===== config.mk =====
export PLATFORM = sky130hd
export DESIGN_NAME = tmr_triple
export DESIGN_NICKNAME = d
export VERILOG_FILES = /design/src/rtl/tmr_pkg.sv /design/src/rtl/tmr_prescaler.sv /design/src/rtl/tmr_channel.sv /design/src/rtl/tmr_regbus.sv /design/src/rtl/tmr_triple.sv
export SDC_FILE = /design/constraint.sdc
export NUM_CORES = 1
export LEC_CHECK = 0
export BUFFER_PORTS_ARGS = -buffer_cell sky130_fd_sc_hd__buf_2
export CAP_MARGIN = 30
export CORE_UTILIZATION = 52
export CTS_CLUSTER_DIAMETER = 120
export DETAILED_ROUTE_END_ITERATION = 16
export PLACE_DENSITY = 0.8
export SYNTH_ARGS = -nofsm -noshare
export SYNTH_HDL_FRONTEND = slang
export SYNTH_SLANG_ARGS = --single-unit

===== constraint.sdc =====
create_clock -name clk -period 3.6 [get_ports clk]
set_input_delay 0.36 -clock clk [delete_from_list [all_inputs] [get_ports clk]]
set_output_delay 0.36 -clock clk [all_outputs]
set_load 0.05 [all_outputs]

===== src/rtl/tmr_pkg.sv =====
package tmr_pkg;

  // Register groups are 12 bytes apart, so the map has room for 3 channels.
  localparam int unsigned NUM_CH  = 3;
  localparam int unsigned CH_W    = 2;
  localparam int unsigned ADDR_W  = 8;
  localparam int unsigned PRE_N_W = 4;
  localparam int unsigned PRE_W   = 2 ** PRE_N_W;
  localparam int unsigned CLK_W   = PRE_N_W + 1;
  localparam int unsigned CTL_W   = 6;
  localparam int unsigned CTL_RST_BIT = 4;

  localparam logic [ADDR_W-1:0] OFS_CLK = 8'h00;
  localparam logic [ADDR_W-1:0] OFS_CTL = 8'h0C;
  localparam logic [ADDR_W-1:0] OFS_VAL = 8'h18;
  localparam logic [ADDR_W-1:0] OFS_IVL = 8'h24;
  localparam logic [ADDR_W-1:0] OFS_ISR = 8'h54;
  localparam logic [ADDR_W-1:0] OFS_IER = 8'h60;
  localparam logic [ADDR_W-1:0] GRP_SPAN = ADDR_W'(4 * NUM_CH);

  typedef enum logic [2:0] {
    REG_NONE, REG_CLK, REG_CTL, REG_VAL, REG_IVL, REG_ISR, REG_IER
  } reg_kind_e;

  typedef struct packed {
    logic       hit;
    reg_kind_e  kind;
    logic [CH_W-1:0] ch;
  } reg_sel_t;

  typedef struct packed {
    logic [PRE_N_W-1:0] n;
    logic               pen;
  } clk_cfg_t;

  typedef struct packed {
    logic wave_off;
    logic rsv3;
    logic rsv2;
    logic imode;
    logic halt;
  } ctl_cfg_t;

  function automatic logic grp_hit(input logic [ADDR_W-1:0] a,
                                   input logic [ADDR_W-1:0] base);
    return (a[1:0] == 2'b00) && (a >= base) && (a < base + GRP_SPAN);
  endfunction

  function automatic logic [CH_W-1:0] grp_ch(input logic [ADDR_W-1:0] a,
                                             input logic [ADDR_W-1:0] base);
    logic [ADDR_W-1:0] d;
    d = (a - base) >> 2;
    return d[CH_W-1:0];
  endfunction

  function automatic reg_sel_t decode_addr(input logic [ADDR_W-1:0] a);
    reg_sel_t s;
    s = '{hit: 1'b0, kind: REG_NONE, ch: '0};
    if (grp_hit(a, OFS_CLK)) s = '{hit: 1'b1, kind: REG_CLK, ch: grp_ch(a, OFS_CLK)};
    if (grp_hit(a, OFS_CTL)) s = '{hit: 1'b1, kind: REG_CTL, ch: grp_ch(a, OFS_CTL)};
    if (grp_hit(a, OFS_VAL)) s = '{hit: 1'b1, kind: REG_VAL, ch: grp_ch(a, OFS_VAL)};
    if (grp_hit(a, OFS_IVL)) s = '{hit: 1'b1, kind: REG_IVL, ch: grp_ch(a, OFS_IVL)};
    if (grp_hit(a, OFS_ISR)) s = '{hit: 1'b1, kind: REG_ISR, ch: grp_ch(a, OFS_ISR)};
    if (grp_hit(a, OFS_IER)) s = '{hit: 1'b1, kind: REG_IER, ch: grp_ch(a, OFS_IER)};
    return s;
  endfunction

  // Terminal prescaler phase for exponent n: 2^(n+1)-1, i.e. n+1 low ones.
  function automatic logic [PRE_W-1:0] presc_limit(input logic [PRE_N_W-1:0] n);
    logic [PRE_W-1:0] lim;
    for (int b = 0; b < PRE_W; b++) lim[b] = (b <= int'(n));
    return lim;
  endfunction

endpackage


===== src/rtl/tmr_prescaler.sv =====
module tmr_prescaler
  import tmr_pkg::*;
(
  input  logic               clk,
  input  logic               rst_n,
  input  logic               run,
  input  logic               clear,
  input  logic               bypass,
  input  logic [PRE_N_W-1:0] n,
  output logic               tick
);

  logic [PRE_W-1:0] phase_q;
  logic [PRE_W-1:0] limit;
  logic             at_end;

  assign limit  = presc_limit(n);
  assign at_end = phase_q >= limit;
  assign tick   = run && !clear && (bypass || at_end);

  always_ff @(posedge clk or negedge rst_n) begin
    if (!rst_n) begin
      phase_q <= '0;
    end else if (clear) begin
      phase_q <= '0;
    end else if (run) begin
      phase_q <= (bypass || at_end) ? '0 : phase_q + 1'b1;
    end
  end

endmodule


===== src/rtl/tmr_channel.sv =====
module tmr_channel
  import tmr_pkg::*;
#(
  parameter int unsigned CNT_W = 16
) (
  input  logic             clk,
  input  logic             rst_n,
  input  logic             wr_clk,
  input  logic             wr_ctl,
  input  logic             wr_ivl,
  input  logic             wr_ier,
  input  logic             rd_isr,
  input  logic [CNT_W-1:0] wdata,
  output logic [CLK_W-1:0] clk_rd,
  output logic [CTL_W-1:0] ctl_rd,
  output logic [CNT_W-1:0] cnt_q,
  output logic [CNT_W-1:0] ivl_q,
  output logic             isr_q,
  output logic             ier_q,
  output logic             irq,
  output logic             tick,
  output logic             restart,
  output logic             ev
);

  clk_cfg_t clk_q;
  ctl_cfg_t ctl_q;
  logic     hit;

  function automatic logic [CNT_W-1:0] step_count(input logic [CNT_W-1:0] c,
                                                  input logic wrap_now);
    return wrap_now ? '0 : c + 1'b1;
  endfunction

  assign restart = wr_ctl && wdata[CTL_RST_BIT];
  assign hit     = ctl_q.imode && (cnt_q == ivl_q);
  assign ev      = tick && hit;
  assign irq     = isr_q && ier_q;

  assign clk_rd = {clk_q.n, clk_q.pen};
  assign ctl_rd = {ctl_q.wave_off, 1'b0, ctl_q.rsv3, ctl_q.rsv2, ctl_q.imode, ctl_q.halt};

  tmr_prescaler u_pre (
    .clk    (clk),
    .rst_n  (rst_n),
    .run    (!ctl_q.halt),
    .clear  (restart),
    .bypass (!clk_q.pen),
    .n      (clk_q.n),
    .tick   (tick)
  );

  always_ff @(posedge clk or negedge rst_n) begin
    if (!rst_n) begin
      clk_q <= '0;
      ctl_q <= '0;
      ivl_q <= '0;
      ier_q <= 1'b0;
    end else begin
      if (wr_clk) clk_q <= '{n: wdata[PRE_N_W:1], pen: wdata[0]};
      if (wr_ctl) ctl_q <= '{wave_off: wdata[5], rsv3: wdata[3], rsv2: wdata[2],
                             imode: wdata[1], halt: wdata[0]};
      if (wr_ivl) ivl_q <= wdata;
      if (wr_ier) ier_q <= wdata[0];
    end
  end

  always_ff @(posedge clk or negedge rst_n) begin
    if (!rst_n) begin
      cnt_q <= '0;
    end else if (restart) begin
      cnt_q <= '0;
    end else if (tick) begin
      cnt_q <= step_count(cnt_q, hit);
    end
  end

  always_ff @(posedge clk or negedge rst_n) begin
    if (!rst_n) begin
      isr_q <= 1'b0;
    end else if (ev) begin
      isr_q <= 1'b1;
    end else if (rd_isr) begin
      isr_q <= 1'b0;
    end
  end

endmodule


===== src/rtl/tmr_regbus.sv =====
module tmr_regbus
  import tmr_pkg::*;
#(
  parameter int unsigned CNT_W  = 16,
  parameter int unsigned DATA_W = 32
) (
  input  logic                         psel,
  input  logic                         penable,
  input  logic                         pwrite,
  input  logic [ADDR_W-1:0]            paddr,
  input  logic [NUM_CH-1:0][CLK_W-1:0] clk_rd,
  input  logic [NUM_CH-1:0][CTL_W-1:0] ctl_rd,
  input  logic [NUM_CH-1:0][CNT_W-1:0] cnt_rd,
  input  logic [NUM_CH-1:0][CNT_W-1:0] ivl_rd,
  input  logic [NUM_CH-1:0]            isr_rd,
  input  logic [NUM_CH-1:0]            ier_rd,
  output logic [NUM_CH-1:0]            wr_clk,
  output logic [NUM_CH-1:0]            wr_ctl,
  output logic [NUM_CH-1:0]            wr_ivl,
  output logic [NUM_CH-1:0]            wr_ier,
  output logic [NUM_CH-1:0]            rd_isr,
  output logic [DATA_W-1:0]            prdata
);

  reg_sel_t sel;
  logic     acc_wr;
  logic     acc_rd;

  assign sel    = decode_addr(paddr);
  assign acc_wr = psel && penable && pwrite && sel.hit;
  assign acc_rd = psel && penable && !pwrite && sel.hit;

  for (genvar k = 0; k < NUM_CH; k++) begin : g_strb
    logic mine;
    assign mine      = (sel.ch == CH_W'(k));
    assign wr_clk[k] = acc_wr && mine && (sel.kind == REG_CLK);
    assign wr_ctl[k] = acc_wr && mine && (sel.kind == REG_CTL);
    assign wr_ivl[k] = acc_wr && mine && (sel.kind == REG_IVL);
    assign wr_ier[k] = acc_wr && mine && (sel.kind == REG_IER);
    assign rd_isr[k] = acc_rd && mine && (sel.kind == REG_ISR);
  end

  always_comb begin
    prdata = '0;
    if (psel && !pwrite && sel.hit) begin
      case (sel.kind)
        REG_CLK: prdata = DATA_W'(clk_rd[sel.ch]);
        REG_CTL: prdata = DATA_W'(ctl_rd[sel.ch]);
        REG_VAL: prdata = DATA_W'(cnt_rd[sel.ch]);
        REG_IVL: prdata = DATA_W'(ivl_rd[sel.ch]);
        REG_ISR: prdata = DATA_W'(isr_rd[sel.ch]);
        REG_IER: prdata = DATA_W'(ier_rd[sel.ch]);
        default: prdata = '0;
      endcase
    end
  end

endmodule


===== src/rtl/tmr_triple.sv =====
module tmr_triple
  import tmr_pkg::*;
#(
  parameter int unsigned CNT_W  = 16,
  parameter int unsigned DATA_W = 32
) (
  input  logic              clk,
  input  logic              rst_n,
  input  logic              psel,
  input  logic              penable,
  input  logic              pwrite,
  input  logic [ADDR_W-1:0] paddr,
  input  logic [DATA_W-1:0] pwdata,
  output logic [DATA_W-1:0] prdata,
  output logic [NUM_CH-1:0] irq
);

  logic [NUM_CH-1:0][CLK_W-1:0] ch_clk_rd;
  logic [NUM_CH-1:0][CTL_W-1:0] ch_ctl_rd;
  logic [NUM_CH-1:0][CNT_W-1:0] ch_cnt;
  logic [NUM_CH-1:0][CNT_W-1:0] ch_ivl;
  logic [NUM_CH-1:0]            ch_isr;
  logic [NUM_CH-1:0]            ch_ier;
  logic [NUM_CH-1:0]            ch_wr_clk;
  logic [NUM_CH-1:0]            ch_wr_ctl;
  logic [NUM_CH-1:0]            ch_wr_ivl;
  logic [NUM_CH-1:0]            ch_wr_ier;
  logic [NUM_CH-1:0]            ch_rd_isr;
  // Internal events brought out for the bound checker.
  logic [NUM_CH-1:0]            ch_tick;
  logic [NUM_CH-1:0]            ch_restart;
  logic [NUM_CH-1:0]            ch_ev;
  logic                         unused_wdata_hi;

  assign unused_wdata_hi = ^pwdata[DATA_W-1:CNT_W];

  tmr_regbus #(.CNT_W(CNT_W), .DATA_W(DATA_W)) u_bus (
    .psel    (psel),
    .penable (penable),
    .pwrite  (pwrite),
    .paddr   (paddr),
    .clk_rd  (ch_clk_rd),
    .ctl_rd  (ch_ctl_rd),
    .cnt_rd  (ch_cnt),
    .ivl_rd  (ch_ivl),
    .isr_rd  (ch_isr),
    .ier_rd  (ch_ier),
    .wr_clk  (ch_wr_clk),
    .wr_ctl  (ch_wr_ctl),
    .wr_ivl  (ch_wr_ivl),
    .wr_ier  (ch_wr_ier),
    .rd_isr  (ch_rd_isr),
    .prdata  (prdata)
  );

  for (genvar k = 0; k < NUM_CH; k++) begin : g_ch
    tmr_channel #(.CNT_W(CNT_W)) u_ch (
      .clk     (clk),
      .rst_n   (rst_n),
      .wr_clk  (ch_wr_clk[k]),
      .wr_ctl  (ch_wr_ctl[k]),
      .wr_ivl  (ch_wr_ivl[k]),
      .wr_ier  (ch_wr_ier[k]),
      .rd_isr  (ch_rd_isr[k]),
      .wdata   (pwdata[CNT_W-1:0]),
      .clk_rd  (ch_clk_rd[k]),
      .ctl_rd  (ch_ctl_rd[k]),
      .cnt_q   (ch_cnt[k]),
      .ivl_q   (ch_ivl[k]),
      .isr_q   (ch_isr[k]),
      .ier_q   (ch_ier[k]),
      .irq     (irq[k]),
      .tick    (ch_tick[k]),
      .restart (ch_restart[k]),
      .ev      (ch_ev[k])
    );
  end

endmodule


==> results of run 1 <==
worst max-delay path: cells and delay by family:
kind,cells,cell delay [ps]
AO/OA/AOI/OAI,5,1090
buffers and inverters,3,580
AND/OR/NAND/NOR,1,470
multiplexers,1,350
adder cells (fa/ha/maj),1,270
cells by family (layout without fill, tap and decap cells):
| logic type | after synthesis | in the layout |
|---|---|---|
| and+or+nand+nor | 463 | 463 |
| adders and majority gates | 54 | 54 |
| AOI/OAI and AO/OA | 288 | 288 |
| buffers and inverters | 95 | 146 |
| muxes | 125 | 125 |
| xor gates and xnor gates | 55 | 55 |
| DFF | 180 | 180 |
| other | 1 | 16 |
synth_stat cells (all sizes together) (24+ instances only):
cell type  number
and3           47
dfrtp         180
xnor2          31
buf            36
nand2          88
mux2i          37
ha             54
mux2           88
a21oi          83
nor3           47
xor2           24
o21ai          95
clkbuf         41
nand3          58
nor2           92
per-stage QoR:
stage               area [sq um]  cells
floorplan                  11800   1276
global placement           12400   1572
detailed placement         12400   1574
CTS                        13000   1605
global route               13000   1607
finish                     13000   1607
power by group:
part	switching [uW]	total (uW)	internal [uW]
combinational	414	744	329
sequential	258	2410	2150
clock	927	1840	917
total	1600	5000	3400
placed cells by master, fill, tap and decap left out, types with 16 or more instances in the layout:
cell / netlist / final
o22ai_1: 17 / 17
mux2_2: 88 / 88
nor2_1: 92 / 92
a21o_1: 21 / 21
dfrtp_1: 180 / 179
buf_2: 14 / 46
o21ai_0: 94 / 94
a21oi_1: 82 / 81
or3b_2: 21 / 21
mux2i_1: 37 / 36
and3_1: 47 / 47
buf_4: 19 / 45
ha_1: 54 / 54
conb_1: 1 / 16
xnor2_1: 31 / 31
xor2_1: 24 / 24
nand3_1: 58 / 58
clkbuf_16: 0 / 18
nand2_1: 88 / 88
nor3_1: 43 / 42
inv_1: 18 / 18
area by class of cell:
type                    count  share of cell area
flip-flops and latches    180               0.346
clock buffers              17              0.0327
multi-input cells        1001               0.528
well taps                 280              0.0269
repair buffers             97              0.0503
inverters                  18             0.00519
clock inverters            14              0.0112
metal layers:
layer / vias to the layer above / routed length, microns / global-route usage
met5: - / 0 / 0
met4: 0 / 1050 / 0.127
met3: 68 / 1850 / 0.0398
met2: 388 / 14800 / 0.441
met1: 5056 / 13300 / 0.358
li1: 4714 / - / -
flip-flops by register name, indices dropped and copies added (netlist names):
register and count:
g_ch.u_ch.clk_rd 15, g_ch.u_ch.ivl_q 48, g_ch.u_ch.ier_q 3, g_ch.u_ch.cnt_q 48, g_ch.u_ch.isr_q 3, g_ch.u_ch.u_pre.phase_q 48
g_ch.u_ch.ctl_rd 15
worst paths after layout:
check / start / to / cells past startpoint
setup / recovery: paddr[2] / prdata[4] / 11
hold / removal: rst_n / g_ch[2].u_ch.u_pre.phase_q[7]$_DFFE_PN0P_ / 1
setup reg to reg: g_ch[1].u_ch.clk_rd[4]$_DFFE_PN0P_ / g_ch[1].u_ch.cnt_q[5]$_DFFE_PN0P_ / 11
hold reg to reg: g_ch[0].u_ch.ctl_rd[5]$_DFFE_PN0N_ / g_ch[0].u_ch.ctl_rd[5]$_DFFE_PN0N_ / 1
max in group asynchronous: rst_n / g_ch[0].u_ch.ivl_q[12]$_DFFE_PN0P_ / 2
min in group clk: pwdata[9] / g_ch[0].u_ch.ivl_q[9]$_DFFE_PN0P_ / 2
timing repair:
item	CTS	global route
setup buffers	0	1
gates resized for setup	0	8
setup endpoints to repair	0	18
==> impl_metrics.py, run 1 <==
metrics = {
    "synth": {
        "ys.flop_type": "dfrtp_1",
        "syn-cell-area_sq_um": 11700,
        "syn_inst": 1261,
        "yosysSeqAreaShare": 0.384,
        "synthXorXnorAreaFrac": 0.0411,
        "synth_compound_area_frac": 0.151,
        "synth_top_family_by_area": "simple AND/OR/NAND/NOR gates",
        "synth_top_cells_by_area": "dfrtp_1 38%, mux2_2 8.4%, ha_1 5.8%, o21ai_0 4.0%, a21oi_1 3.5%",
        "ys_warn_count": 0,
        "synthSimpleGateAreaFrac": 0.212,
        "synth_mux_area_frac": 0.116,
        "async_flop_share": 1.00,
        "synth-seq-cells": 180,
        "synth-edff-count": 0,
        "synth.distinct_cells": 67,
        "syn_avg_cell_area_sq_um": 9.30,
        "yosysTopAreaCellShare": 0.384,
        "synth_fa_ha_area_frac": 0.0576,
        "yosys.area.top_type": "dfrtp_1",
    },
    "critical_path": {
        "start_kind": "input pin",
        "slowest_delay_ps": 470,
        "r2r_slack_ps": 240,
        "crit_fanout": 14,
        "crit_type": "input pin to output port",
        "required_ps": 3240,
        "cp.arrival_ps": 3120,
        "timing.critical_path.cells": "buf_2, ha_1, or4b_1, o21ai_0, o21ai_0, a21oi_4, buf_12, mux2_2, a222oi_1, a211oi_2, buf_2",
        "cp_slowest_cell": "or4b_1",
        "critPathCaptureType": "output port",
    },
    "run_status": {
        "outcome": "finished with violations",
        "violations": "design-rule violations, negative hold slack",
    },
    "drt": {
        "drc_errors": 7,
        "first_pass_iters": 12,
        "routed_wl_microns": 31000,
        "ant_nets": 0,
        "num_vias": 10200,
        "wl_per_cell_microns": 19.3,
        "via_per_inst": 6.36,
        "drtIter0Drc": 815,
    },
    "clock_network": {
        "clkLatencyLatePin_ps": 450,
        "cts_buffers": 17,
        "clk_pin_slew_worst_paths_ps": 70,
        "cts_tree": "yes",
        "cts-root-buf": "clkbuf_16",
        "cts_sinks": 180,
        "clk_path_buf_depth": 2,
        "cts_max_level": 4,
        "ctsHoldBuffers": 0,
    },
    "floorplan": {
        "dieArea_sq_um": 23200,
        "initial_core_util": 0.534,
        "rows": 54,
        "ios": 80,
        "core_sq_um": 22000,
        "die_x_microns": 152,
        "fp.dieH_microns": 152,
    },
    "final_layout": {
        "diodes": 0,
        "area_growth_pct": 11.0,
        "final_nets": 1414,
        "post-route-util": 0.593,
        "multi_input_area_sq_um": 6870,
        "layout-drive-gt1-share": 0.201,
        "fillCellCount": 1848,
        "ff_latch_area_sq_um": 4510,
    },
    "placement": {
        "portBuffers": 47,
        "pre_cts_slack_ps": -49.9,
        "gp_congestion": 0.936,
        "dp_hpwl_microns": 22300,
    },
    "sta": {
        "max_freq_ghz": 0.287,
        "final.setup_skew_ps": 11.1,
        "fin_crit_ps": 3480,
        "setup_violations": 0,
        "setup_slack_ps": 122,
        "fin_setup_tns_ps": 0,
        "maxSlewViolCount": 0,
        "rsz0062_at_grt": "false",
        "tightestPinTransition_ps": 995,
        "hold_violations": 10,
        "max-slew-margin-rel": 0.334,
        "whs_ps": -21.1,
        "finalCritPeriodShare": 0.966,
    },
    "min_path": {
        "hold_class": "input pin to asynchronous set/reset pin",
    },
    "global_routing": {
        "grt_pass1_vias": 9941,
        "grt-ovfl-total": 0,
        "grt_util_all_layers": 0.271,
        "grt_pass1_wl_microns": 50300,
        "antenna_found_initial": 0,
        "grt_start_max_net_pins": 91,
    },
    "power_and_ir_drop": {
        "power.total_uw": 5000,
        "p_per_area_nw_per_um2": 384,
        "p_leak_uw": 0.00599,
        "peakVddDrop_uv": 267,
    },
    "flow_run": {
        "maxCapViolCount": 0,
    },
}
Note: power is estimated with default switching activity, not from simulation.
==> inputs of run 2 (changes only) <==
--- a/config.mk
+++ b/config.mk
@@ -7,10 +7,12 @@
 export LEC_CHECK = 0
 export BUFFER_PORTS_ARGS = -buffer_cell sky130_fd_sc_hd__buf_2
 export CAP_MARGIN = 30
-export CORE_UTILIZATION = 52
+export CELL_PAD_IN_SITES_DETAIL_PLACEMENT = 1
+export CELL_PAD_IN_SITES_GLOBAL_PLACEMENT = 2
+export CORE_UTILIZATION = 39
 export CTS_CLUSTER_DIAMETER = 120
 export DETAILED_ROUTE_END_ITERATION = 16
-export PLACE_DENSITY = 0.8
+export PLACE_DENSITY = 0.91
 export SYNTH_ARGS = -nofsm -noshare
 export SYNTH_HDL_FRONTEND = slang
 export SYNTH_SLANG_ARGS = --single-unit
==> run 2 against run 1 <==
  * The run now ends clean
  * Global-route usage is 2.6 points lower
  * Sequential share of layout area down 0.71 points
  * Routed wire length is 19% higher
  * Register-to-register slack lost 30 ps
  * Worst hold slack better by 220 ps
  * Via count decreased by 0.29%
  * Clock-buffer cell count unchanged
  * Non-clock buffer count is 3 higher
  * Critical path type unchanged
  * Largest cell class unchanged
==> impl_metrics.py, run 2 (synthesized netlist as in run 1, its figures left out) <==
metrics = {
    "run_status": {
        "outcome": "complete, no violations",
    },
    "critical_path": {
        "crit_type": "input pin to output port",
        "critPathCaptureType": "output port",
        "start_kind": "input pin",
        "required_ps": 3240,
        "cp.arrival_ps": 3160,
        "crit_fanout": 15,
    },
    "global_routing": {
        "grt-ovfl-total": 0,
        "grt_pass1_wl_microns": 59300,
        "antenna_found_initial": 1,
        "grt_start_max_net_pins": 90,
        "grt_util_all_layers": 0.245,
        "grt_pass1_vias": 10600,
    },
    "sta": {
        "finalCritPeriodShare": 0.978,
        "fin_crit_ps": 3520,
        "maxSlewViolCount": 0,
        "setup_violations": 0,
        "hold_violations": 0,
        "max-slew-margin-rel": 0.486,
        "max_freq_ghz": 0.284,
        "final.setup_skew_ps": 22.0,
        "tightestPinTransition_ps": 767,
        "whs_ps": 195,
    },
    "clock_network": {
        "cts_sinks": 180,
        "clk_path_buf_depth": 2,
        "cts_buffers": 17,
        "cts-root-buf": "clkbuf_16",
        "clkLatencyLatePin_ps": 460,
        "cts_tree": "yes",
        "cts_max_level": 4,
        "clk_pin_slew_worst_paths_ps": 80,
    },
    "final_layout": {
        "mostFrequentLayoutCell": "dfrtp_1",
        "reg_top3": "g_ch.u_ch.cnt_q x48, g_ch.u_ch.ivl_q x48, g_ch.u_ch.u_pre.phase_q x48",
        "final_nets": 1417,
        "area_growth_pct": 13.3,
        "fillCellCount": 3421,
        "diodes": 0,
        "final_cell_mix": "179 x dfrtp_1, 93 x o21ai_0, 91 x nor2_1",
        "post-route-util": 0.448,
        "layout-drive-gt1-share": 0.204,
    },
    "flow_run": {
        "maxCapViolCount": 0,
    },
    "drt": {
        "ant_nets": 0,
        "drtIter0Drc": 641,
        "first_pass_iters": 5,
        "routed_wl_microns": 36800,
        "num_vias": 10200,
        "drc_errors": 0,
        "wl_per_cell_microns": 21.4,
        "via_per_inst": 5.92,
    },
    "floorplan": {
        "ios": 80,
        "die_x_microns": 175,
        "core_sq_um": 29600,
        "fp.dieH_microns": 175,
        "dieArea_sq_um": 30800,
        "initial_core_util": 0.396,
        "rows": 63,
    },
    "power_and_ir_drop": {
        "swShare": 0.337,
        "p_leak_uw": 0.00606,
        "peakVddDrop_uv": 350,
        "sequentialPowerShare": 0.472,
        "p_sw_uw": 1750,
        "p_int_uw": 3440,
        "p_per_area_nw_per_um2": 391,
        "p_clk_frac": 0.380,
        "comb_power_share": 0.148,
    },
    "min_path": {
        "hold_class": "input pin to register",
    },
    "placement": {
        "dp_hpwl_microns": 26500,
        "portBuffers": 47,
        "gp_congestion": 0.871,
    },
}
## run 2: cell types whose count changed in the layout (fill, tap and decap cells not counted), sizes merged
| cell | previous run | this run |
|---|---|---|
| dlygate4sd3 | 0 | 1 |
| clkinv | 4 | 8 |
| inv | 24 | 25 |
| clkinvlp | 4 | 0 |
| buf | 95 | 97 |
## run 2: worst max-delay path, stage by stage
cell and delay (ps):
buf_2 120, ha_1 210, or4b_1 460, o21ai_0 130, o21ai_1 150, a21oi_4 270
buf_12 190, mux2_2 350, a222oi_1 460, a211oi_2 190, clkbuf_4 250
## run 2: stage by stage
step                std cells  total power [uW]  setup WS [ps]  instance area, sq um  TNS, ps
finish                   1721              5190           79.0                 13300        0
global route             1721              5390          -6.46                 13300    -6.46
CTS                      1720              5200           29.3                 13300        0
detailed placement       1687              3220           28.7                 12600        0
global placement         1685              3170            106                 12600        0
floorplan                1276              2890           29.0                 11800        0
## run 2: cell type report
cell class | count | area (sq um) | area share
sequential | 180 | 4510 | 0.339
timing repair buffer | 100 | 729 | 0.0549
clock inverter | 15 | 199 | 0.0150
multi-input combinational | 1001 | 6870 | 0.517
tap | 390 | 488 | 0.0367
clock buffer | 17 | 425 | 0.0320
inverter | 18 | 67.6 | 0.00509
## run 2: final timing paths
kind | cells after the start | startpoint | end | slack [ps]
max | 11 | paddr[2] | prdata[4] | 80
min | 2 | pwdata[11] | g_ch[2].u_ch.ivl_q[11]$_DFFE_PN0P_ | 200
max reg2reg | 10 | g_ch[1].u_ch.clk_rd[1]$_DFFE_PN0P_ | g_ch[1].u_ch.u_pre.phase_q[5]$_DFFE_PN0P_ | 210
min reg2reg | 1 | g_ch[2].u_ch.ctl_rd[3]$_DFFE_PN0N_ | g_ch[2].u_ch.ctl_rd[3]$_DFFE_PN0N_ | 520
max in group asynchronous | 3 | rst_n | g_ch[0].u_ch.u_pre.phase_q[11]$_DFFE_PN0P_ | 2170
min in group asynchronous | 2 | rst_n | g_ch[1].u_ch.u_pre.phase_q[10]$_DFFE_PN0P_ | 460
## run 2: what timing repair did
action                                 CTS  global route
endpoints found under the hold margin   63             0
resized for setup                        0            11
hold buffers                             1             0
setup buffers                            0             1
setup endpoints to repair                0            47
## run 2: power by group through the flow
stage / sequential (uW) / clock [uW] / combinational (uW)
4_1_cts: 2440 / 2000 / 767
2_1_floorplan: 2340 / 0 / 548
6_report: 2450 / 1970 / 766
5_1_grt: 2470 / 2070 / 855
3_3_place_gp: 2460 / 0 / 710
3_5_place_dp: 2470 / 0 / 747
## run 2: per-layer routing
layer	vias up	wire [microns]	GRT usage	part of all wire
met1	5256	16800	0.328	0.46
li1	4702	-	-	-
met5	-	10	0	0.00027
met2	202	18200	0.419	0.50
met4	2	584	0.0696	0.016
met3	34	1190	0.0236	0.032
